==> src/rtl/pwmq_pkg.sv <==
package pwmq_pkg;
  // Register offsets inside one channel window
  localparam int OFS_PRE  = 'h00;
  localparam int OFS_MOD  = 'h04;
  localparam int OFS_DUTY = 'h08;
  localparam int OFS_EN   = 'h18;

  // Output level for a given step count
  function automatic logic level_at(input logic [31:0] cnt,
                                    input logic [31:0] modv,
                                    input logic [31:0] duty);
    return (modv != 32'd0) && (cnt < duty);
  endfunction

  // True on the final step of a period (a zero period ends on every step)
  function automatic logic last_step(input logic [31:0] cnt,
                                     input logic [31:0] modv);
    return (modv == 32'd0) || (cnt + 32'd1 >= modv);
  endfunction
endpackage

==> src/rtl/pwmq_regs.sv <==
module pwmq_regs #(
  parameter int CH_IDX = 0,
  parameter int ADDR_W = 8,
  parameter int DATA_W = 32,
  parameter int PRE_W  = 8,
  parameter int MOD_W  = 8,
  parameter int DUTY_W = 16,
  parameter int CH_SH  = 5
) (
  input  logic              clk,
  input  logic              rst_n,
  input  logic              bus_wr,
  input  logic [ADDR_W-1:0] bus_addr,
  input  logic [DATA_W-1:0] bus_wdata,
  input  logic              load,
  output logic [PRE_W-1:0]  pre_q,
  output logic              en_q,
  output logic              pend_q,
  output logic [MOD_W-1:0]  pend_mod,
  output logic [DUTY_W-1:0] pend_duty,
  output logic [DATA_W-1:0] rd_word
);
  localparam int SEL_W = ADDR_W - CH_SH;

  logic [MOD_W-1:0]  mod_q;
  logic [DUTY_W-1:0] duty_q;
  logic              hit;
  int                ofs;

  always_comb begin
    hit = bus_wr && (bus_addr[ADDR_W-1:CH_SH] == SEL_W'(CH_IDX));
    ofs = int'(bus_addr[CH_SH-1:0]);
  end

  always_ff @(posedge clk or negedge rst_n) begin
    if (!rst_n) begin
      pre_q     <= '0;
      mod_q     <= '0;
      duty_q    <= '0;
      en_q      <= 1'b0;
      pend_q    <= 1'b0;
      pend_mod  <= '0;
      pend_duty <= '0;
    end else begin
      if (load) pend_q <= 1'b0;
      if (hit) begin
        if (ofs == pwmq_pkg::OFS_PRE) pre_q <= bus_wdata[PRE_W-1:0];
        if (ofs == pwmq_pkg::OFS_MOD) mod_q <= bus_wdata[MOD_W-1:0];
        if (ofs == pwmq_pkg::OFS_EN)  en_q  <= bus_wdata[0];
        if (ofs == pwmq_pkg::OFS_DUTY) begin
          duty_q    <= bus_wdata[DUTY_W-1:0];
          pend_mod  <= mod_q;
          pend_duty <= bus_wdata[DUTY_W-1:0];
          pend_q    <= 1'b1;
        end
      end
    end
  end

  always_comb begin
    rd_word = '0;
    if (ofs == pwmq_pkg::OFS_PRE)  rd_word = DATA_W'(pre_q);
    if (ofs == pwmq_pkg::OFS_MOD)  rd_word = DATA_W'(mod_q);
    if (ofs == pwmq_pkg::OFS_DUTY) rd_word = DATA_W'(duty_q);
    if (ofs == pwmq_pkg::OFS_EN)   rd_word = DATA_W'(en_q);
  end
endmodule

==> src/rtl/pwmq_engine.sv <==
module pwmq_engine #(
  parameter int PRE_W  = 8,
  parameter int MOD_W  = 8,
  parameter int DUTY_W = 16
) (
  input  logic              clk,
  input  logic              rst_n,
  input  logic              en,
  input  logic [PRE_W-1:0]  pre_q,
  input  logic              pend_q,
  input  logic [MOD_W-1:0]  pend_mod,
  input  logic [DUTY_W-1:0] pend_duty,
  output logic              load,
  output logic [MOD_W-1:0]  act_mod,
  output logic              pwm
);
  logic [PRE_W-1:0]  act_pre;
  logic [DUTY_W-1:0] act_duty;
  logic [PRE_W-1:0]  pre_cnt;
  logic [MOD_W-1:0]  per_cnt;
  logic              tick, last, period_end;

  always_comb begin
    tick       = (pre_cnt == act_pre);
    last       = pwmq_pkg::last_step(32'(per_cnt), 32'(act_mod));
    period_end = en && tick && last;
    load       = !en || period_end;
    pwm        = en && pwmq_pkg::level_at(32'(per_cnt), 32'(act_mod), 32'(act_duty));
  end

  always_ff @(posedge clk or negedge rst_n) begin
    if (!rst_n) begin
      pre_cnt  <= '0;
      per_cnt  <= '0;
      act_pre  <= '0;
      act_mod  <= '0;
      act_duty <= '0;
    end else begin
      if (!en) begin
        pre_cnt <= '0;
        per_cnt <= '0;
      end else if (tick) begin
        pre_cnt <= '0;
        per_cnt <= last ? '0 : per_cnt + 1'b1;
      end else begin
        pre_cnt <= pre_cnt + 1'b1;
      end
      if (load) begin
        act_pre <= pre_q;
        if (pend_q) begin
          act_mod  <= pend_mod;
          act_duty <= pend_duty;
        end
      end
    end
  end
endmodule

==> src/rtl/mchan_pwm.sv <==
module mchan_pwm #(
  parameter int NUM_CH = 4,
  parameter int ADDR_W = 8,
  parameter int DATA_W = 32,
  parameter int PRE_W  = 8,
  parameter int MOD_W  = 8,
  parameter int DUTY_W = 16,
  parameter int CH_SH  = 5
) (
  input  logic              clk,
  input  logic              rst_n,
  input  logic              bus_wr,
  input  logic [ADDR_W-1:0] bus_addr,
  input  logic [DATA_W-1:0] bus_wdata,
  output logic [DATA_W-1:0] bus_rdata,
  output logic [NUM_CH-1:0] pwm_out
);
  localparam int SEL_W = ADDR_W - CH_SH;

  logic [NUM_CH-1:0]       ch_en, ch_pend, ch_load;
  logic [NUM_CH*MOD_W-1:0] ch_act_mod;
  logic [DATA_W-1:0]       rd_words [NUM_CH];

  for (genvar c = 0; c < NUM_CH; c++) begin : g_ch
    logic [PRE_W-1:0]  pre_q;
    logic [MOD_W-1:0]  pend_mod;
    logic [DUTY_W-1:0] pend_duty;

    pwmq_regs #(
      .CH_IDX(c), .ADDR_W(ADDR_W), .DATA_W(DATA_W), .PRE_W(PRE_W),
      .MOD_W(MOD_W), .DUTY_W(DUTY_W), .CH_SH(CH_SH)
    ) u_regs (
      .clk(clk), .rst_n(rst_n), .bus_wr(bus_wr), .bus_addr(bus_addr),
      .bus_wdata(bus_wdata), .load(ch_load[c]), .pre_q(pre_q),
      .en_q(ch_en[c]), .pend_q(ch_pend[c]), .pend_mod(pend_mod),
      .pend_duty(pend_duty), .rd_word(rd_words[c])
    );

    pwmq_engine #(.PRE_W(PRE_W), .MOD_W(MOD_W), .DUTY_W(DUTY_W)) u_eng (
      .clk(clk), .rst_n(rst_n), .en(ch_en[c]), .pre_q(pre_q),
      .pend_q(ch_pend[c]), .pend_mod(pend_mod), .pend_duty(pend_duty),
      .load(ch_load[c]), .act_mod(ch_act_mod[c*MOD_W +: MOD_W]),
      .pwm(pwm_out[c])
    );
  end

  always_comb begin
    bus_rdata = '0;
    for (int c = 0; c < NUM_CH; c++)
      if (bus_addr[ADDR_W-1:CH_SH] == SEL_W'(c)) bus_rdata = rd_words[c];
  end
endmodule

==> config.mk <==
export PLATFORM = sky130hd
export DESIGN_NAME = mchan_pwm
export DESIGN_NICKNAME = d
export VERILOG_FILES = /design/src/rtl/pwmq_pkg.sv /design/src/rtl/pwmq_regs.sv /design/src/rtl/pwmq_engine.sv /design/src/rtl/mchan_pwm.sv
export SDC_FILE = /design/constraint.sdc
export NUM_CORES = 1
export LEC_CHECK = 0
export ABC_CLOCK_PERIOD_IN_PS = 7400
export BUFFER_PORTS_ARGS = -buffer_cell sky130_fd_sc_hd__buf_2
export CORE_ASPECT_RATIO = 0.5
export CORE_MARGIN = 2
export CORE_UTILIZATION = 50
export CTS_BUF_LIST = sky130_fd_sc_hd__clkbuf_16
export DETAILED_ROUTE_END_ITERATION = 8
export GPL_ROUTABILITY_DRIVEN = 0
export PLACE_DENSITY_LB_ADDON = 0.25
export SYNTH_ARGS = -nofsm -noshare
export SYNTH_HDL_FRONTEND = slang
export SYNTH_HIERARCHICAL = 1
export SYNTH_SLANG_ARGS = --single-unit
==> constraint.sdc <==
create_clock -name clk -period 7.4 [get_ports clk]
set_input_delay 1.48 -clock clk [delete_from_list [all_inputs] [get_ports clk]]
set_output_delay 1.48 -clock clk [all_outputs]
set_load 0.01 [all_outputs]
==> results.tsv, run 1 <==
metric	value	unit
cp.arrival	3940	ps
clk-insertion-delay-late	540	ps
first_pass_iters	5	
r2r-start	g_ch[2].u_eng/per_cnt[0]$_DFFE_PN0P_	
report.final.hold_viol_count	0	
drc	0	
num-fill-cells	3091	
required	5920	ps
cts_hold_buffers	0	
ff_latch_area	0.00901	mm^2
avgSynthCellArea	12.4	um^2
hold_start	g_ch[2].u_eng/act_duty[10]$_DFFE_PN0P_	
ys_seq_area_share	46.6	%
slew_headroom	12.2	%
rr_worst_depth	10	
syn-instance-count	1560	
postSynth.asyncResetShare	100	%
grt_pass1_vias	12300	
dieWidth	282	um
grt_overflow	0	
numCtsBuffers	34	
grt_use_total	22.5	%
avgViaCountPerCell	5.72	
path_clk_slew	60	ps
num_io_pins	79	
dp_hpwl	30900	um
antenna_left	0	
hold_end	g_ch[2].u_eng/act_duty[10]$_DFFE_PN0P_	
num_rows	50	
synth-edff-count	0	
multiInputGateArea	0.00926	mm^2
clockRootBuffer	clkbuf_16	
vias	12200	
timing.rr.end	g_ch[2].u_eng/act_mod[7]$_DFFE_PN0P_	
syn_area	0.0193	mm^2
wire_per_inst	20.4	um
tns	0	ps
drv_slew	0	
ys_types	55	
critPathKind	input pin to primary output	
final_common_cell	dfrtp_1	
path_common_cell	buf_2	
yosysTopAreaCell	dfrtp_1	
holdPathStages	1	
synth_flop_cell	dfrtp_1	
irDropWorstVdd	130	uV
io_buffers	46	
drive_above_1_share	21.8	%
max_freq	184	MHz
grt_pass1_wl	70500	um
period_share	73.3	%
worstPathMaxFanout	20	
cts.path.max_buffers	3	
crit_family	simple AND/OR/NAND/NOR gates	
crit_path_start_kind	input pin	
worstMarginPinSlew	1310	ps
rsz0062_at_grt	no	
crit_path_end_kind	primary output	
cts_tree	built	
clock_sinks	360	
status	complete, no violations	
setup_viol	0	
die_area	0.0403	mm^2
slowest_stage	or4b_1	
cp_num_buf_inv	3	
wl	43500	um
utilization	55.0	%
antenna_found_initial	1	
clock_skew	26.1	ps
cp_cell_sequence	buf_2 -> buf_4 -> or4b_1 -> nor2_1 -> o2bb2ai_1 -> mux2i_1 -> o22ai_1 -> buf_2	
final_nets	1701	
htree_levels	2	
power_density	201	mW/mm^2
synth_seq_cells	360	
cellLeakagePower	10.7	nW
synth_top_area_share	46.6	%
r2r_slack	3500	ps
syn_to_final_growth	7.32	%
cts_setup_buffers	0	
maxCapViolCount	0	
grt_max_degree	132	
core	0.0377	mm^2
post_cts_resized	0	
mostFrequentLayoutCells	dfrtp_1, mux2_2, mux2i_1	
max_stage_delay	680	ps
hp-class	register to register	
period_minus_slack	5420	ps
design_area	0.0207	mm^2
drt_iter0_drc	887	
die_y	143	um
synthTopCellsByArea	dfrtp_1, mux2_2, mux2i_1, mux2_1, ha_1	
start_util	51.2	%
placed_area	0.0196	mm^2
synth_warnings	6	
==> area by class of cell <==
cell class / count / area share, %
inverters: 85 / 1.54
multi-input cells: 1054 / 44.6
well taps: 520 / 3.14
repair buffers: 55 / 1.56
clock buffers: 37 / 4.46
clock inverters: 21 / 1.21
diodes: 1 / 0.0121
flip-flops and latches: 360 / 43.4
==> worst register-to-register path: cells and delay by family (launching register included) <==
family,cells,cell delay (ps)
AND/OR/NAND/NOR,5,1050
AO/OA/AOI/OAI,2,1220
multiplexers,1,440
flip-flops,1,460
adder cells (fa/ha/maj),2,610
==> worst max-delay path by stage <==
| stage | startpoint | end | slack, ps | depth (start not counted) |
|---|---|---|---|---|
| after floorplan | bus_addr[2] | bus_rdata[10] | 2990 | 5 |
| after global placement | bus_addr[2] | bus_rdata[7] | 2080 | 8 |
| after detailed placement | bus_addr[2] | bus_rdata[7] | 2020 | 8 |
| after CTS | bus_addr[2] | bus_rdata[7] | 2020 | 8 |
| after global routing | bus_addr[2] | bus_rdata[7] | 1860 | 8 |
| final | bus_addr[2] | bus_rdata[7] | 1980 | 8 |
==> synthesized netlist by cell type (6+ instances only) <==
cell,instances
a211oi_4,8
a21o_1,24
a21oi_1,8
a32o_1,12
and2_1,21
and3_1,57
buf_1,6
buf_4,72
buf_6,21
clkbuf_1,16
dfrtp_1,360
ha_1,68
inv_1,85
mux2_1,80
mux2_2,180
mux2_4,32
mux2i_1,100
nand2_1,17
nand2b_1,9
nand3_1,30
nand4_1,15
nor2_1,45
nor3_1,12
nor3_4,8
nor4_1,16
o2111ai_1,8
o21ai_0,21
o22ai_1,36
o2bb2ai_1,28
or2_2,8
or3_1,8
or4_1,12
xnor2_1,13
xor2_1,59
==> power by group <==
group	total [W]	switching (W)	internal [W]
registers	0.00206	0.0000442	0.00201
clock network	0.00186	0.000750	0.00111
logic	0.000256	0.000164	0.0000913
==> metal layers <==
layer	track usage [%]	vias up	share of wire (%)
met1	33.3	6251	49
met3	3.35	66	4.4
met5	0	-	0
li1	-	5608	-
met2	34.3	273	44
met4	6.44	0	2.5
==> logic make-up (layout without fill, tap and decap cells) <==
family | after synthesis | after routing | share of synthesized area [%]
compound gates | 179 | 179 | 7.41
flops | 360 | 360 | 46.6
xor+xnor | 72 | 72 | 3.26
buf+inv | 206 | 198 | 6.64
simple gates | 279 | 279 | 8.77
other cells | 4 | 65 | 0.0777
fa+ha+maj | 68 | 68 | 4.40
mux | 392 | 392 | 22.8
==> state kept, by name (all words and copies together) (netlist names) <==
| register | count |
|---|---|
| g_ch.u_eng/act_duty | 64 |
| g_ch.u_regs/duty_q | 64 |
| g_ch.u_eng/act_mod | 32 |
| g_ch.u_eng/act_pre | 32 |
| g_ch.u_eng/per_cnt | 32 |
| g_ch.u_eng/pre_cnt | 32 |
| g_ch.u_regs/mod_q | 32 |
| g_ch.u_regs/pend_mod | 32 |
| g_ch.u_regs/pre_q | 32 |
| g_ch.u_regs/en_q | 4 |
| g_ch.u_regs/pend_q | 4 |
==> through the flow <==
| stage | hold slack [ps] | instances | setup slack, ps | total power, W |
|---|---|---|---|---|
| CTS | 488 | 2132 | 2020 | 0.00422 |
| global placement | 461 | 2074 | 2080 | 0.00234 |
| detailed placement | 467 | 2074 | 2020 | 0.00235 |
| floorplan | 449 | 1620 | 2990 | 0.00226 |
| finish | 486 | 2133 | 1980 | 0.00417 |
| global route | 503 | 2132 | 1860 | 0.00434 |
Power figures use the tool's default switching activity.
==> run 2: changes to the inputs <==
ABC_CLOCK_PERIOD_IN_PS = 5200   (was 7400)
clock period = 5.2 ns   (was 7.4 ns; I/O delays follow)
==> run 2 against run 1 <==
Net effect:
- power is 39% higher
- non-clock buffer count is 8 higher
- register-to-register slack worse by 2200 ps
- clock skew is 7.9 ps lower
- final cell count is 0.47% higher
- largest cell class unchanged
- clock-buffer cell count stayed put
- setup slack worse by 1200 ps
- critical endpoint is now bus_rdata[2]
- highest routed layer unchanged
- largest power group unchanged
==> results.tsv, run 2 (synthesized netlist as in run 1, its figures left out) <==
metric	value	unit	change
status	complete, no violations		
antenna_left	0		unchanged
p_total	0.00581	W	+39%
drt_iter0_drc	956		+7.8%
cp_cell_sequence	buf_2 -> or4b_1 -> nor2_1 -> o2bb2ai_1 -> mux2i_1 -> o22ai_1 -> buf_2		
die_area	0.0403	mm^2	unchanged
drive_above_1_share	22.3	%	+0.47 points
worstPathMaxFanout	20		unchanged
hp-class	register to register		
cp.arrival	3380	ps	-560 ps
crit_path_end_kind	primary output		
max_freq	226	MHz	
crit_path_start_kind	input pin		
clockRootBuffer	clkbuf_16		
final_common_cell	dfrtp_1		
die_y	143	um	unchanged
clock_sinks	360		unchanged
drv_slew	0		unchanged
irDropWorstVdd	160	uV	+24%
grt_pass1_wl	70300	um	-0.19%
grt_max_degree	103		-22%
grt_overflow	0		unchanged
tns	0	ps	unchanged
post_cts_resized	0		unchanged
wl	43800	um	+0.81%
max_stage_delay	720	ps	+40 ps
critPathKind	input pin to primary output		
report.final.hold_viol_count	0		unchanged
required	4160	ps	-1760 ps
utilization	55.0	%	about the same
slowest_stage	or4b_1		
vias	12200		-0.25%
grt_use_total	22.4	%	-0.027 points
maxCapViolCount	0		unchanged
avgViaCountPerCell	5.68		-0.72%
num_antenna_cells	0		-1
path_clk_slew	60	ps	about the same
clk-insertion-delay-late	530	ps	about the same
cts_hold_buffers	0		unchanged
core	0.0377	mm^2	unchanged
period_share	85.0	%	
rr_worst_depth	10		unchanged
numCtsBuffers	35		+2.9%
cellLeakagePower	10.7	nW	+0.20%
final_nets	1710		+0.53%
io_buffers	46		unchanged
mostFrequentLayoutCells	dfrtp_1, mux2_2, mux2i_1		
worstMarginPinSlew	1250	ps	-60.1 ps
holdPathStages	1		unchanged
cts.path.max_buffers	3		unchanged
antenna_found_initial	3		+2
drc	0		unchanged
power_density	280	mW/mm^2	+39%
wire_per_inst	20.4	um	+0.34%
first_pass_iters	5		unchanged
period_minus_slack	4420	ps	
path_common_cell	buf_2		
syn_to_final_growth	7.37	%	about the same
cts_tree	built		
slew_headroom	16.2	%	+4.0 points
cts_setup_buffers	0		unchanged
num_rows	50		unchanged
grt_pass1_vias	12400		+0.70%
setup_viol	0		unchanged
dieWidth	282	um	unchanged
dp_hpwl	31300	um	+1.2%
num-fill-cells	3069		-0.71%
htree_levels	2		unchanged
clock_skew	18.3	ps	-7.88 ps
rsz0062_at_grt	no		
reg.largest.list	g_ch.u_eng/act_duty x64, g_ch.u_regs/duty_q x64		
num_io_pins	79		unchanged
start_util	51.2	%	unchanged
-- run 2: critical path, delay by kind of cell --
kind	cells	cell delay (ps)
simple gates	2	1100
mux	1	220
buf+inv	2	500
compound gates	2	500
-- run 2: report_power, final --
group / internal, W / total [W] / leakage, nW / switching, W
combinational: 0.000133 / 0.000370 / 5.11 / 0.000238
clock: 0.00144 / 0.00251 / 0.567 / 0.00108
sequential: 0.00287 / 0.00293 / 5.00 / 0.0000625
total: 0.00444 / 0.00581 / 10.7 / 0.00138
-- run 2: final cells by class --
class,instances,area [um^2],share of cell area [%]
multi-input cells,1054,9260,44.6
clock buffers,37,926,4.46
well taps,520,651,3.14
inverters,85,319,1.54
repair buffers,63,395,1.91
clock inverters,24,193,0.929
flip-flops and latches,360,9010,43.4
-- run 2: final timing paths --
kind	from	to	slack, ps
setup / recovery	bus_addr[2]	bus_rdata[2]	780
hold / removal	g_ch[0].u_regs/pend_q$_DFF_PN0_	g_ch[0].u_regs/pend_q$_DFF_PN0_	480
setup reg to reg	g_ch[0].u_eng/per_cnt[0]$_DFFE_PN0P_	g_ch[0].u_eng/act_duty[13]$_DFFE_PN0P_	1340
hold reg to reg	g_ch[0].u_regs/pend_q$_DFF_PN0_	g_ch[0].u_regs/pend_q$_DFF_PN0_	480
max in group asynchronous	rst_n	g_ch[2].u_eng/per_cnt[0]$_DFFE_PN0P_	3650
min in group asynchronous	rst_n	g_ch[0].u_eng/per_cnt[5]$_DFFE_PN0P_	560
-- run 2: per-layer routing --
metal	routed length, um	vias to the layer above	GRT usage [%]
li1	-	5610	-
met1	20500	6203	32.1
met2	20000	284	35.5
met3	2500	70	4.04
met4	806	0	5.57
met5	0	-	0
-- run 2: metrics by stage --
step | worst slack [ps] | area, um^2 | hold slack [ps] | instances
final | 779 | 20700 | 476 | 2143
after global routing | 672 | 20700 | 495 | 2143
after CTS | 852 | 20700 | 479 | 2143
after detailed placement | 850 | 19600 | 465 | 2082
after global placement | 913 | 19600 | 459 | 2082
after floorplan | 1670 | 19600 | 449 | 1620
